### config.mk
export PLATFORM = sky130hd
export DESIGN_NAME = ext_irq_ctrl
export DESIGN_NICKNAME = d
export VERILOG_FILES = /design/src/rtl/eirq_pkg.sv /design/src/rtl/eirq_sync.sv /design/src/rtl/eirq_channel.sv /design/src/rtl/eirq_arbiter.sv /design/src/rtl/ext_irq_ctrl.sv
export SDC_FILE = /design/constraint.sdc
export NUM_CORES = 1
export LEC_CHECK = 0
export BUFFER_PORTS_ARGS = -buffer_cell sky130_fd_sc_hd__buf_2
export CAP_MARGIN = 20
export CORE_MARGIN = 5
export CORE_UTILIZATION = 45
export CTS_CLUSTER_DIAMETER = 50
export DETAILED_ROUTE_END_ITERATION = 7
export GPL_ROUTABILITY_DRIVEN = 0
export PLACE_DENSITY_LB_ADDON = 0.1
export SYNTH_ARGS = -nofsm -noshare
export SYNTH_HDL_FRONTEND = slang
export SYNTH_SLANG_ARGS = --single-unit
### constraint.sdc
create_clock -name clk -period 4.95 [get_ports clk]
set_input_delay 0 -clock clk [delete_from_list [all_inputs] [get_ports clk]]
set_output_delay 0 -clock clk [all_outputs]
set_load 0.05 [all_outputs]
### src/rtl/eirq_pkg.sv
package eirq_pkg;

  localparam int LVL_W = 3;

  // Control byte fields, bit 5 down to bit 0.
  typedef struct packed {
    logic             lvl_mode;
    logic             pol_hi;
    logic             flag;
    logic [LVL_W-1:0] lvl;
  } ctl_t;

  function automatic ctl_t ctl_from_byte(input logic [5:0] b);
    return ctl_t'(b);
  endfunction

  function automatic logic [7:0] ctl_to_byte(input ctl_t c);
    return {2'b00, c};
  endfunction

  // Transition of interest: rising when rise=1, falling when rise=0.
  function automatic logic edge_seen(input logic prev, input logic cur, input logic rise);
    return rise ? (~prev & cur) : (prev & ~cur);
  endfunction

  // Active level: low when low_act=1, high otherwise.
  function automatic logic level_active(input logic cur, input logic low_act);
    return low_act ? ~cur : cur;
  endfunction

  // True when a candidate level beats the current best (strict, so earlier index keeps ties).
  function automatic logic lvl_beats(input logic [LVL_W-1:0] cand, input logic [LVL_W-1:0] best);
    return cand > best;
  endfunction

endpackage

### src/rtl/eirq_sync.sv
module eirq_sync #(
  parameter int STAGES = 2
) (
  input  logic clk,
  input  logic rst_n,
  input  logic d,
  output logic q
);
  logic [STAGES-1:0] sh;

  always_ff @(posedge clk) begin
    if (!rst_n) sh <= '0;
    else        sh <= {sh[STAGES-2:0], d};
  end

  assign q = sh[STAGES-1];
endmodule

### src/rtl/eirq_channel.sv
module eirq_channel
  import eirq_pkg::*;
(
  input  logic       clk,
  input  logic       rst_n,
  input  logic       pin_s,
  input  logic       wr_hit,
  input  logic [5:0] wr_bits,
  input  logic       ack,
  output ctl_t       ctl_q,
  output logic       req,
  output logic       edge_hit
);
  logic prev_q;
  ctl_t ctl_nxt;

  assign edge_hit = ~ctl_q.lvl_mode & edge_seen(prev_q, pin_s, ctl_q.pol_hi);

  always_comb begin
    ctl_nxt = ctl_q;
    if (ack && !ctl_q.lvl_mode) ctl_nxt.flag = 1'b0;
    if (wr_hit)                 ctl_nxt = ctl_from_byte(wr_bits);
    if (edge_hit)               ctl_nxt.flag = 1'b1;
  end

  always_ff @(posedge clk) begin
    if (!rst_n) begin
      ctl_q  <= '0;
      prev_q <= 1'b0;
    end else begin
      ctl_q  <= ctl_nxt;
      prev_q <= pin_s;
    end
  end

  assign req = ctl_q.lvl_mode ? level_active(pin_s, ctl_q.pol_hi) : ctl_q.flag;
endmodule

### src/rtl/eirq_arbiter.sv
module eirq_arbiter
  import eirq_pkg::*;
#(
  parameter int NCH   = 4,
  parameter int IDX_W = 2
) (
  input  logic [NCH-1:0]       req,
  input  logic [NCH*LVL_W-1:0] lvl,
  output logic                 win_valid,
  output logic [IDX_W-1:0]     win_idx,
  output logic [LVL_W-1:0]     win_lvl
);
  always_comb begin
    win_valid = 1'b0;
    win_idx   = '0;
    win_lvl   = '0;
    for (int i = 0; i < NCH; i++) begin
      if (req[i] && lvl_beats(lvl[i*LVL_W +: LVL_W], win_lvl)) begin
        win_valid = 1'b1;
        win_idx   = IDX_W'(i);
        win_lvl   = lvl[i*LVL_W +: LVL_W];
      end
    end
  end
endmodule

### src/rtl/ext_irq_ctrl.sv
module ext_irq_ctrl
  import eirq_pkg::*;
#(
  parameter  int NCH         = 4,
  parameter  int SYNC_STAGES = 2,
  localparam int IDX_W       = (NCH > 1) ? $clog2(NCH) : 1
) (
  input  logic                 clk,
  input  logic                 rst_n,
  input  logic [NCH-1:0]       pin_in,
  input  logic                 wr_en,
  input  logic [IDX_W-1:0]     wr_ch,
  input  logic [7:0]           wr_data,
  input  logic [IDX_W-1:0]     rd_ch,
  output logic [7:0]           rd_data,
  input  logic [NCH-1:0]       ack,
  output logic [NCH-1:0]       chan_req,
  output logic [NCH*LVL_W-1:0] chan_lvl,
  output logic                 win_valid,
  output logic [IDX_W-1:0]     win_idx,
  output logic [LVL_W-1:0]     win_lvl
);
  ctl_t           ctl_q [NCH];
  logic [NCH-1:0] pin_sync;
  logic [NCH-1:0] edge_hit;
  logic [NCH-1:0] chan_flag;
  logic [NCH-1:0] chan_mode;
  logic           unused_hi;

  assign unused_hi = ^wr_data[7:6];

  for (genvar i = 0; i < NCH; i++) begin : g_ch
    eirq_sync #(.STAGES(SYNC_STAGES)) u_sync (
      .clk(clk), .rst_n(rst_n), .d(pin_in[i]), .q(pin_sync[i])
    );

    eirq_channel u_ch (
      .clk     (clk),
      .rst_n   (rst_n),
      .pin_s   (pin_sync[i]),
      .wr_hit  (wr_en && (wr_ch == IDX_W'(i))),
      .wr_bits (wr_data[5:0]),
      .ack     (ack[i]),
      .ctl_q   (ctl_q[i]),
      .req     (chan_req[i]),
      .edge_hit(edge_hit[i])
    );

    assign chan_lvl[i*LVL_W +: LVL_W] = ctl_q[i].lvl;
    assign chan_flag[i]               = ctl_q[i].flag;
    assign chan_mode[i]               = ctl_q[i].lvl_mode;
  end

  always_comb begin
    rd_data = 8'h00;
    if (int'(rd_ch) < NCH) rd_data = ctl_to_byte(ctl_q[rd_ch]);
  end

  eirq_arbiter #(.NCH(NCH), .IDX_W(IDX_W)) u_arb (
    .req      (chan_req),
    .lvl      (chan_lvl),
    .win_valid(win_valid),
    .win_idx  (win_idx),
    .win_lvl  (win_lvl)
  );
endmodule

# After elaboration in Yosys (flattened, before gate mapping)

Index checks and enable logic that the tools add are counted.

Flip-flop bits (word level): 36
Input bits: 23
Output and inout port bits: 30
Word-level logic and storage cells: 116

Order comparisons: 5
Eq/ne operators: 3
Muxes and demuxes: 38
Bitwise gates (word level): 25
Reductions and logical operators: 21

Operators with widths:

| kind                                                                  | number |
|---|---|
| 1-bit 2-to-1 mux                                                      | 25 |
| 4-bit 2-to-1 mux                                                      | 4 |
| 1-bit AND                                                             | 12 |
| 6-bit binary-select mux with 2-bit select                             | 1 |
| 1-bit logical AND                                                     | 12 |
| 3-bit 2-to-1 mux                                                      | 4 |
| 6-bit 2-to-1 mux                                                      | 2 |
| 1-bit NOT                                                             | 12 |
| 3-bit nonzero test                                                    | 4 |
| 3-bit > comparator                                                    | 3 |
| 2-bit equality test, second input constant                            | 2 |
| 1-bit zero test                                                       | 4 |
| 2-bit 2-to-1 mux                                                      | 2 |
| 3-bit greater-or-equal comparator, second input constant              | 1 |
| 3-bit by 1-bit > comparator with 1-bit output, second input constant  | 1 |
| 2-bit NOT with 3-bit output                                           | 1 |
| 2-bit by 1-bit equality test with 1-bit output, second input constant | 1 |
| 2-bit zero test                                                       | 1 |

# Logic depth before layout (Yosys ltp)

Word-level depth: 14
Depth in mapped cells: 22
Gate-level depth less buffers: 21

# By module

From an unflattened synthesis, not the netlist that was laid out.

Cells, all modules: 200
Area, all modules: 2033.2 um^2

Modules (own cells, without submodules):

| module       | instances | cells each | area each (um^2) | sequential area each (um^2) |
|---|---|---|---|---|
| eirq_channel | 4         | 30         | 304.0            | 140.1 |
| eirq_arbiter | 1         | 50         | 410.4            | 0.0 |
| eirq_sync    | 4         | 4          | 52.6             | 40.0 |
| ext_irq_ctrl | 1         | 14         | 196.4            | 0.0 |

# Worst setup path before layout

Ideal clock, no wire load.

Path kind: reg-to-output
Start point: register g_ch[0].u_ch.ctl_q[4] (netlist name)
End point: output win_lvl[0]
Arrival time: 4.724 ns
Data required time: 4.950 ns
Path slack: 0.226 ns
Cell stages (with the launch flop): 22
Path buffers: 1
Cell sequence: dfxtp_1 xnor2_1 a21oi_2 nand2_1 ha_1 nor2b_1 o21a_1 o211ai_4 mux2_4 ha_1 nor2b_1 o21a_1 o211ai_1 buf_2 nor2_1 a21o_1 ha_1 and3_1 a211oi_2 o21ai_1 and2_4 a211oi_2

Cells in the longest elaborated chain, start to end: 13

Ends and longest elaborated chain:

| element              | RTL line           | text |
|---|---|---|
| 1-bit 2-to-1 mux *   | eirq_pkg.sv:28     | `return low_act ? ~cur : cur;` |
| 1-bit 2-to-1 mux *   | eirq_channel.sv:36 | `assign req = ctl_q.lvl_mode ? level_active(pin_s, ctl_q.pol_hi) : ctl_q.flag;` |
| net g_ch[0].u_ch.req | eirq_channel.sv:11 | `output logic req,` |
| 1-bit logical AND *  | eirq_arbiter.sv:18 | `if (req[i] && lvl_beats(lvl[i*LVL_W +: LVL_W], win_lvl)) begin` |
| 3-bit 2-to-1 mux *   | eirq_arbiter.sv:18 |  |
| 3-bit > comparator   | eirq_pkg.sv:33     | `return cand > best;` |
| 1-bit logical AND    | eirq_arbiter.sv:18 |  |
| 3-bit 2-to-1 mux *   | eirq_arbiter.sv:18 |  |
| 3-bit > comparator   | eirq_pkg.sv:33     |  |
| 1-bit logical AND    | eirq_arbiter.sv:18 |  |
| 3-bit 2-to-1 mux *   | eirq_arbiter.sv:18 |  |
| 3-bit > comparator   | eirq_pkg.sv:33     |  |
| 1-bit logical AND    | eirq_arbiter.sv:18 |  |
| 3-bit 2-to-1 mux *   | eirq_arbiter.sv:18 |  |
| to (decl)            | ext_irq_ctrl.sv:21 | `output logic [LVL_W-1:0] win_lvl` |

The timed path passes the listed nets; every way through them passes the cells marked *.

# Worst setup path after layout

Start point: register g_ch[0].u_ch.ctl_q[4] (netlist name)
End point: output win_lvl[0]

Cells in the longest elaborated chain, start to end: 13

Ends and longest elaborated chain:

| element             | RTL line |
|---|---|
| 1-bit 2-to-1 mux *  | eirq_pkg.sv:28 |
| 1-bit 2-to-1 mux *  | eirq_channel.sv:36 |
| 1-bit logical AND * | eirq_arbiter.sv:18 |
| 3-bit 2-to-1 mux *  | eirq_arbiter.sv:18 |
| 3-bit > comparator  | eirq_pkg.sv:33 |
| 1-bit logical AND   | eirq_arbiter.sv:18 |
| 3-bit 2-to-1 mux *  | eirq_arbiter.sv:18 |
| 3-bit > comparator  | eirq_pkg.sv:33 |
| 1-bit logical AND   | eirq_arbiter.sv:18 |
| 3-bit 2-to-1 mux *  | eirq_arbiter.sv:18 |
| 3-bit > comparator  | eirq_pkg.sv:33 |
| 1-bit logical AND   | eirq_arbiter.sv:18 |
| 3-bit 2-to-1 mux *  | eirq_arbiter.sv:18 |

Every way passes the cells marked *; elsewhere a longest branch is shown, timed or not.

==> summary.md <==
| Metric | Value |
|---|---|
| Pwr Density | 249 nW/um2 |
| Cell area after synthesis | roughly 2100 um2 |
| Top-area cell type share of the netlist area | 0.336 |
| Worst Setup EP | win_lvl[0] |
| R2R cell count | 4 |
| RR Startpoint | g_ch[2].u_ch.ctl_q[4] |
| Initial drt markers | 66 |
| Syn Inst Count | between 200 and 250 |
| Async SR Flop Fraction | 0 |
| Reg2reg end | g_ch[2].u_ch.ctl_q[3] |
| Cell taking the most area after synthesis | dfxtp_1 |
| Largest net degree at the start of global routing | 37 |
| Antenna Nets Post-Route | 0 |
| Critical path data required time | 4.95 ns |
| Clock Path Buffers | 2 |
| Area of the multi-input gates | around 1300 um2 |
| Total grt overflow | 0 |
| Crit. Startpoint | g_ch[0].u_ch.ctl_q[4] |
| Synth Warn # | 0 |
| Hold Crit Class | in2reg |
| Worst slew margin | 0.563 |
| Worst vdd rail ir drop | 0.186 mV |
| Area contributors post-synth | dfxtp_1, mux2i_1, nor2b_1 |
| Post-route minimum period | approximately 4.7 ns |
| CTS tree | done |
| Vias in the first global route | around 1,600 |
| Area of the core | 4660 um2 |
| Max-cap violations | 0 |
| Rows | 25 |
| Final nets | just over 300 |
| Register area | 726 um2 |
| Crit-path slowest cell | dfxtp_4 |
| Clock-pin transition on the worst setup and hold timing paths | about 0.070 ns |
| Drt wl/cell | about 14 um |
| Fill cell count | roughly 430 |
| Finished Cell Area | between 2000 and 3000 um2 |
| I/O Buffers | 48 |
| Crit Path Max Fanout | 5 |
| Aggregate global-route resource usage | 0.155 |
| Ports | 53 |
| DR vias/cell | roughly 5.1 |
| Worst skew pair latency | around 0.28 ns |
| Antenna diode count | 0 |
| Die Y | between 70 and 80 um |
| Placement Cell Area | between 2000 and 2500 um2 |
| TritonCTS Buffers | 5 |
| Leakage | 1.20 nW |
| Final period utilization | 0.954 |
| Clock sinks | 36 |
| Routed wire length | 4650 um |
| Drt drc | 0 |
| Register bit total from synthesis | 36 |
| Status | finished clean |
| Initial antenna violation count | 0 |
| Final setup vio count | 0 |
| Worst-margin pin slew | about 0.65 ns |
| Register-to-register setup slack | about 3.9 ns |
| Half-perimeter wire length after placement | roughly 3500 um |
| Crit path cell chain | xnor2_1, a21oi_2, nand2_1, ha_1, nor2b_1, o21a_1, o211ai_4, mux2_4, ha_4, nor2b_1, o21a_1, o211ai_1, buf_4, nor2_1, a21o_1, ha_4, and3_4, a211oi_4, o21a_2, nor3_2, a211oi_4, buf_6 |
| Share of layout cells above drive strength 1 | 0.347 |
| EDFF count, synth | 0 |
| Synth cell types | 36 |
| Clock root buffer | clkbuf_8 |
| Syn avg cell area | ~9.5 um2 |
| Vias | approximately 1,700 |
| Final Hold Viols | 0 |
| Crit path capture type | output pin |
| H-tree depth | 2 |
| Tot Pwr | between 0.6 and 0.7 mW |
| Worst Skew | 0.00569 ns |
| Max Slew Vio Count | 0 |
| Starting Density | 0.460 |
| Worst EP arrival | 4.72 ns |
| Ys flop type | dfxtp_1 |
| Global-route wire length before repair | 7650 um |
| First-pass iteration count of the detailed router | 4 |
| Die width | 79.1 um |
| Max stage delay on crit path | approximately 0.36 ns |
| Area growth syn-to-layout | 21.8% |
| Kind of critical path | reg2out |
| DIE AREA | 6250 um2 |
| Max Fclk | ~0.21 GHz |
| Sequential-to-total area share from yosys stat | 0.336 |
| CP Launch Type | register |
how the worst min path moves through the flow:
stage | startpoint | to | slack, ns | depth (start not counted)
detailed placement | pin_in[3] | g_ch[3].u_sync.sh[0] | 0.21 | 2
global placement | pin_in[0] | g_ch[0].u_sync.sh[0] | 0.21 | 2
CTS | wr_data[2] | g_ch[1].u_ch.ctl_q[2] | 0.03 | 3
finish | wr_data[2] | g_ch[1].u_ch.ctl_q[2] | 0.04 | 3
global route | wr_data[4] | g_ch[0].u_ch.ctl_q[4] | 0.06 | 3
floorplan | pin_in[0] | g_ch[0].u_sync.sh[0] | 0.13 | 1
metrics by stage:
| stage | setup WS, ns | setup TNS [ns] | hold WS, ns | util | instances |
|---|---|---|---|---|---|
| 6_report | 0.228 | 0 | 0.0356 | 0.561 | 325 |
| 5_1_grt | -0.00639 | -0.00639 | 0.0585 | 0.561 | 325 |
| 4_1_cts | 0.0110 | 0 | 0.0298 | 0.525 | 319 |
| 3_5_place_dp | 0.333 | 0 | 0.210 | 0.500 | 308 |
| 3_3_place_gp | 0.307 | 0 | 0.207 | 0.500 | 308 |
| 2_1_floorplan | 0.226 | 0 | 0.127 | - | 226 |
sequential cells by signal, indices dropped and copies added (netlist names):
signal	flops
g_ch.u_ch.ctl_q	24
g_ch.u_sync.sh	8
g_ch.u_ch.prev_q	4
final cells by class:
cell class | instances | share of cell area
multi-input cells | 157 | 0.512
flip-flops and latches | 36 | 0.278
repair buffers | 62 | 0.142
clock buffers | 6 | 0.0278
well taps | 54 | 0.0258
inverters | 9 | 0.0129
clock inverters | 1 | 0.00191
cells in the mapped netlist, types with 2 or more instances:
| master | instances |
|---|---|
| dfxtp_1 | 36 |
| nor2b_1 | 23 |
| mux2i_1 | 21 |
| buf_4 | 18 |
| nor2_1 | 18 |
| and2_1 | 17 |
| ha_1 | 9 |
| inv_1 | 8 |
| nand2_1 | 8 |
| a21oi_1 | 7 |
| nand3_1 | 7 |
| clkbuf_1 | 5 |
| mux4_2 | 5 |
| a211oi_2 | 4 |
| nand2b_1 | 4 |
| o21a_1 | 4 |
| o221ai_1 | 4 |
| xnor2_1 | 4 |
| nor3_1 | 3 |
| a21o_1 | 2 |
| mux2_4 | 2 |
| nand3b_1 | 2 |
kinds of logic after synthesis:
family / count (synthesis) / synth area share
simple gates: 85 / 0.217
flops: 36 / 0.336
buf+inv: 33 / 0.0898
mux: 29 / 0.177
compound gates: 28 / 0.110
fa+ha+maj: 9 / 0.0525
xor+xnor: 4 / 0.0163
other cells: 1 / 0.00175
power by group:
part	internal (mW)	switching, mW
sequential	0.300	0.0125
clock	0.0956	0.0958
combinational	0.0563	0.0892
routing by layer:
layer	part of all wire	vias to the layer above	track usage
met4	0.010	0	0.0361
met2	0.48	45	0.252
li1	-	839	-
met3	0.050	6	0.0420
met5	0	-	0
met1	0.46	766	0.206
critical path: cells and delay by family, from the launching register on:
family                     cells  cell delay [ns]
and+or+nand+nor                6             0.64
DFF                            1             0.36
muxes                          1             0.36
xor gates and xnor gates       1             0.14
AOI/OAI and AO/OA              9             1.84
buffers and inverters          2             0.36
adders and majority gates      3             0.74
timing repair:
| action | 4_1_cts | 5_1_grt |
|---|---|---|
| setup buffers | 0 | 5 |
| setup endpoints to repair | 1 | 6 |
| gates cloned | 0 | 1 |
| pin swaps | 0 | 10 |
| resized for setup | 1 | 25 |
| hold buffers | 4 | 0 |
| endpoints found under the hold margin | 4 | 0 |
cell usage in the layout (no fill, tap or decap), types with 4 or more instances in the layout:
master         instances
ha_4                   4
nor2b_1               23
dfxtp_1               34
inv_1                  8
nand2b_1               4
nand2_1                8
clkbuf_8               5
and2_1                17
nand3_1                7
a21oi_1                7
nor2_1                18
buf_2                 46
ha_1                   5
buf_4                  9
mux2i_1               20
o221ai_1               4
dlygate4sd3_1          4
mux4_2                 5
xnor2_1                4
Power figures use the tool's default switching activity.
